--- src/rtl/cmpwin_pkg.sv ---
package cmpwin_pkg;
  localparam int FULL_W = 10;
  localparam int LOW_W  = 8;
  localparam int SHIFT  = FULL_W - LOW_W;

  typedef enum logic [1:0] {
    MODE_BELOW  = 2'd0,
    MODE_ABOVE  = 2'd1,
    MODE_OUT_A  = 2'd2,
    MODE_OUT_B  = 2'd3
  } cmp_mode_e;

  // Widen a sample to full scale.
  function automatic logic [FULL_W-1:0] scale_sample(input logic [FULL_W-1:0] raw,
                                                      input logic lowres);
    if (lowres) return {raw[LOW_W-1:0], {SHIFT{1'b0}}};
    return raw;
  endfunction

  // Threshold test for one full-scale value.
  function automatic logic test_hit(input cmp_mode_e mode,
                                    input logic [FULL_W-1:0] v,
                                    input logic [FULL_W-1:0] lo,
                                    input logic [FULL_W-1:0] hi);
    case (mode)
      MODE_BELOW: return v < lo;
      MODE_ABOVE: return v > hi;
      default:    return (v < lo) || (v > hi);
    endcase
  endfunction
endpackage

--- src/rtl/cmpwin_scale.sv ---
module cmpwin_scale
  import cmpwin_pkg::*;
(
  input  logic [FULL_W-1:0] raw,
  input  logic              lowres,
  output logic [FULL_W-1:0] value
);
  always_comb value = scale_sample(raw, lowres);
endmodule

--- src/rtl/cmpwin_test.sv ---
module cmpwin_test
  import cmpwin_pkg::*;
#(
  parameter int CH_W = 4
) (
  input  logic [1:0]        mode,
  input  logic [FULL_W-1:0] value,
  input  logic [FULL_W-1:0] thr_lo,
  input  logic [FULL_W-1:0] thr_hi,
  input  logic [CH_W-1:0]   chan,
  input  logic [CH_W-1:0]   sel_chan,
  input  logic              all_chan,
  output logic              selected,
  output logic              hit
);
  always_comb begin
    selected = all_chan || (chan == sel_chan);
    hit      = test_hit(cmp_mode_e'(mode), value, thr_lo, thr_hi);
  end
endmodule

--- src/rtl/cmpwin_filter.sv ---
module cmpwin_filter #(
  parameter int FILT_W = 4
) (
  input  logic              clk,
  input  logic              rst_n,
  input  logic              evt,
  input  logic              hit,
  input  logic [FILT_W-1:0] filter,
  input  logic              clr,
  output logic              flag,
  output logic [FILT_W:0]   run_cnt,
  output logic              set_evt
);
  localparam int CNT_W = FILT_W + 1;

  logic [CNT_W-1:0] filt_ext;
  logic [CNT_W-1:0] cnt_nxt;

  always_comb begin
    filt_ext = {1'b0, filter};
    set_evt  = evt && hit && (run_cnt >= filt_ext);
    cnt_nxt  = run_cnt;
    if (evt) begin
      if (!hit)                 cnt_nxt = '0;
      else if (run_cnt <= filt_ext) cnt_nxt = run_cnt + 1'b1;
    end
  end

  always_ff @(posedge clk or negedge rst_n) begin
    if (!rst_n) begin
      run_cnt <= '0;
      flag    <= 1'b0;
    end else begin
      run_cnt <= cnt_nxt;
      if (set_evt)  flag <= 1'b1;
      else if (clr) flag <= 1'b0;
    end
  end

  AST_FLAG_STICKY: assert property (@(posedge clk) disable iff (!rst_n)
    flag && !clr |=> flag);
  AST_CLR_DROPS: assert property (@(posedge clk) disable iff (!rst_n)
    clr && !set_evt |=> !flag);
  AST_EXCL_HOLD: assert property (@(posedge clk) disable iff (!rst_n)
    !evt |=> $stable(run_cnt));
  AST_MISS_ZERO: assert property (@(posedge clk) disable iff (!rst_n)
    evt && !hit |=> run_cnt == '0);
  AST_RISE_ON_HIT: assert property (@(posedge clk) disable iff (!rst_n)
    $rose(flag) |-> $past(evt && hit));
endmodule

--- src/rtl/cmpwin_top.sv ---
module cmpwin_top
  import cmpwin_pkg::*;
#(
  parameter int CH_W   = 4,
  parameter int FILT_W = 4
) (
  input  logic              clk,
  input  logic              rst_n,
  input  logic              smp_valid,
  input  logic [FULL_W-1:0] smp_data,
  input  logic [CH_W-1:0]   smp_chan,
  input  logic              lowres,
  input  logic [1:0]        cfg_mode,
  input  logic [CH_W-1:0]   cfg_chan,
  input  logic              cfg_all,
  input  logic [FILT_W-1:0] cfg_filter,
  input  logic [FULL_W-1:0] cfg_thr_lo,
  input  logic [FULL_W-1:0] cfg_thr_hi,
  input  logic              flag_clr,
  output logic              cmp_flag,
  output logic              cmp_irq
);
  logic [FULL_W-1:0] scaled;
  logic              chan_ok;
  logic              is_hit;
  logic              cmp_evt;
  logic [FILT_W:0]   run_cnt;
  logic              set_evt;

  cmpwin_scale u_scale (
    .raw    (smp_data),
    .lowres (lowres),
    .value  (scaled)
  );

  cmpwin_test #(.CH_W(CH_W)) u_test (
    .mode     (cfg_mode),
    .value    (scaled),
    .thr_lo   (cfg_thr_lo),
    .thr_hi   (cfg_thr_hi),
    .chan     (smp_chan),
    .sel_chan (cfg_chan),
    .all_chan (cfg_all),
    .selected (chan_ok),
    .hit      (is_hit)
  );

  assign cmp_evt = smp_valid && chan_ok;

  cmpwin_filter #(.FILT_W(FILT_W)) u_filter (
    .clk     (clk),
    .rst_n   (rst_n),
    .evt     (cmp_evt),
    .hit     (is_hit),
    .filter  (cfg_filter),
    .clr     (flag_clr),
    .flag    (cmp_flag),
    .run_cnt (run_cnt),
    .set_evt (set_evt)
  );

  assign cmp_irq = cmp_flag;

  AST_LOWRES_SCALE: assert property (@(posedge clk) disable iff (!rst_n)
    smp_valid && lowres |-> (scaled >> SHIFT) == FULL_W'(smp_data[LOW_W-1:0]));
  AST_CLR_SET_WIN: assert property (@(posedge clk) disable iff (!rst_n)
    set_evt && flag_clr |=> cmp_flag);
endmodule

--- config.mk ---
export PLATFORM = sky130hd
export DESIGN_NAME = cmpwin_top
export DESIGN_NICKNAME = d
export VERILOG_FILES = /design/src/rtl/cmpwin_pkg.sv /design/src/rtl/cmpwin_scale.sv /design/src/rtl/cmpwin_test.sv /design/src/rtl/cmpwin_filter.sv /design/src/rtl/cmpwin_top.sv
export SDC_FILE = /design/constraint.sdc
export NUM_CORES = 1
export LEC_CHECK = 0
export ABC_AREA = 0
export BUFFER_PORTS_ARGS = -buffer_cell sky130_fd_sc_hd__buf_2
export CAP_MARGIN = 30
export CORE_AREA = 2 2 51 53
export DETAILED_ROUTE_END_ITERATION = 7
export DIE_AREA = 0 0 53 55
export HOLD_SLACK_MARGIN = 0.03
export PLACE_DENSITY = 0.82
export SKIP_CTS_REPAIR_TIMING = 1
export SLEW_MARGIN = 20
export SYNTH_ARGS = -nofsm -noshare
export SYNTH_HDL_FRONTEND = slang
export SYNTH_HIERARCHICAL = 1
export SYNTH_SLANG_ARGS = --single-unit
--- constraint.sdc ---
create_clock -name clk -period 3.6 [get_ports clk]
set_input_delay 0.36 -clock clk [delete_from_list [all_inputs] [get_ports clk]]
set_output_delay 0.36 -clock clk [all_outputs]
set_load 0.01 [all_outputs]
==> results.cfg <==
[outcome]
outcome = finished, final reports clean

[worst_setup_path]
rr_startpoint = u_filter/run_cnt[2]$_DFFE_PN0P_
crit_path_end = u_filter/run_cnt[3]$_DFFE_PN0P_
start_kind = input port
path_buf_inv = 1
path_cells = buf_2 -> mux2_4 -> ha_1 -> nand4_1 -> nor3_1 -> o21ai_0 -> o211ai_1 -> a22o_1 -> nand2_1 -> or4_1 -> nand3_1
crit_cells = 11
r2r_end = u_filter/run_cnt[3]$_DFFE_PN0P_
critical-path-slowest-cell = or4_1
cp_max_fo = 10
end_kind = flop
worstPathRequired_ps = 3790
r2r_cells = 6
setup.worst_path.class = in -> reg
crit_family = simple AND/OR/NAND/NOR gates
reg2reg_slack_ps = 1460
critPathMaxStageDelay_ps = 500
crit_start = lowres
critPathArrivalTime_ps = 2820

[logic_synthesis]
yosysMostFrequentCell = inv_1
syn-mean-instance-area_sq_um = 8.298
netlist_area_sq_mm = 0.001129
yosysUniqueCellTypes = 36
synth_ff_type = dfrtp_1
ys_seq_elements = 6
syn_nets = 210
synthTopCellsByArea = ha_1, dfrtp_1, mux2_4
synthCells = 136
synth-async-reset-ratio_pct = 100.0
synth_edf_count = 0
yosysSeqAreaShare_pct = 13.30
synth_common_cells = inv_1, ha_1, a21oi_1, mux2_4, nand2_1
synth_top_area_share_pct = 26.61
synth_top_cell_by_area = ha_1
ys.warnings.count = 6

[die]
dieArea_sq_mm = 0.002915
dieHeight_um = 55
initial_utilization_pct = 47.72
pin_count = 52
die_w_um = 53
core_sq_mm = 0.002365
core.rowCount = 18

[clocking]
cts_buffers = 3
max-clock-path-buffers = 2
root_buffer = clkbuf_4
cts_tree = done
clkLatencyLatePin_ps = 250
htree_levels = 1
clkSlewWorstSetupHoldPaths_ps = 50
cts.sinks = 6

[layout]
diodes = 0
drive_gt1_share_pct = 36.51
fin_nets = 265
synthToLayoutAreaGrowth_pct = 27.16
fillers = 210

[global_route]
grt_pass1_vias = 1131
grt.total_usage_pct = 20.54
grt_max_degree = 11
antenna_found_initial = 0
grt_use_met3_pct = 1.613
busiest_layer = met2
met2_usage_pct = 42.29
grt_pass1_wl_mm = 4.478
gr-total-overflow = 0
met1_usage_pct = 21.66

[routing]
dr.first_iter.drc_count = 25
drt-total-wl_mm = 2.644
postRouteAntennaNets = 0
wire_per_inst_um = 12.07
vias = 1173
drt_pre_antenna_iters = 4
drc = 0
vias_per_cell = 5.356

[power]
vdd_drop_max_mv = 0.2365
power.leakage_uw = 0.0008277
power_density_mw_per_mm2 = 290.7

[timing]
slew_headroom_pct = 79.28
setup_viol = 0
fmax_mhz = 379.7
skew_ps = 1.970
period_share_pct = 73.16
min_period_ps = 2634
drv_slew = 0
worstMarginPinSlew_ps = 307.5
setup_tns_ps = 0
timing.final.hold_violations = 0
rsz0062_at_grt = no
finalWorstSetupSlack_ps = 966.2

[job]
maxCapViolCount = 0

[worst_hold_path]
worstHoldPathCells = 3
min_from = flag_clr
min_path_type = in -> reg

[place]
gp_congestion = 0.8733
port_buffers = 51
hpwl_mm = 2.314
place_ws_ps = 732.6
[cell usage in the layout, fill, tap and decap left out, drive strengths merged, types with 2 or more instances in the layout]
cell type   n
a211oi      3
a21oi       8
and2b       2
buf        51
clkbuf      3
dfrtp       6
ha         24
inv        29
mux2        8
nand2       7
nand2b      4
nand3       3
nand4       2
nor2        6
nor2b       2
o211ai      4
o21ai       6
xnor2       4
[state kept, by name (all words and copies together) (netlist names)]
name / flops
u_filter/flag: 1
u_filter/run_cnt: 5
[where the power goes]
part / internal (uW) / switching, uW
registers: 87.1 / 28.8
clock network: 37.8 / 25.8
logic: 119 / 118
total: 244 / 173
[worst min path at each step]
stage               slack [ps]                              end
floorplan                   60        u_filter/flag$_DFFE_PN0P_
global placement           180  u_filter/run_cnt[4]$_DFFE_PN0P_
detailed placement         190        u_filter/flag$_DFFE_PN0P_
CTS                        -80  u_filter/run_cnt[4]$_DFFE_PN0P_
global route               400        u_filter/flag$_DFFE_PN0P_
finish                     370        u_filter/flag$_DFFE_PN0P_
[cell families after synthesis]
logic type | count (synthesis) | share of synthesized area (%)
adders and majority gates | 24 | 26.61
DFF | 6 | 13.30
buffers and inverters | 31 | 11.31
muxes | 9 | 11.53
xor gates and xnor gates | 4 | 3.104
AOI/OAI and AO/OA | 31 | 19.29
and+or+nand+nor | 31 | 14.86
[cell type report]
class                      count  area [sq um]  area share [%]
tap                           30         37.54           2.616
inverter                      29         108.9           7.585
timing repair buffer          52         265.3           18.48
multi-input combinational     99         850.8           59.28
sequential                     6         150.1           10.46
clock buffer                   3         22.52           1.569
[per-stage QoR]
| step | cell area, sq um | instances | hold slack [ps] | total power, uW | utilization [%] |
|---|---|---|---|---|---|
| after floorplan | 1129 | 136 | 64.41 | 275.5 | - |
| after global placement | 1403 | 215 | 183.9 | 333.5 | 59.31 |
| after detailed placement | 1403 | 215 | 187.2 | 353.3 | 59.31 |
| after CTS | 1425 | 218 | -80.70 | 418.5 | 60.26 |
| after global routing | 1435 | 219 | 402.2 | 456.5 | 60.69 |
| final | 1435 | 219 | 373.7 | 417.1 | 60.69 |
[worst min-delay path, stage by stage]
cell and delay, ps:
buf_2 100, inv_1 40, a21o_1 90
[routing by layer]
metal / wire [um] / vias to the layer above
met4: 48 / 0
li1: - / 582
met1: 1032 / 539
met2: 1419 / 48
met5: 0 / -
met3: 144 / 4
(Power assumes the default switching activity.)
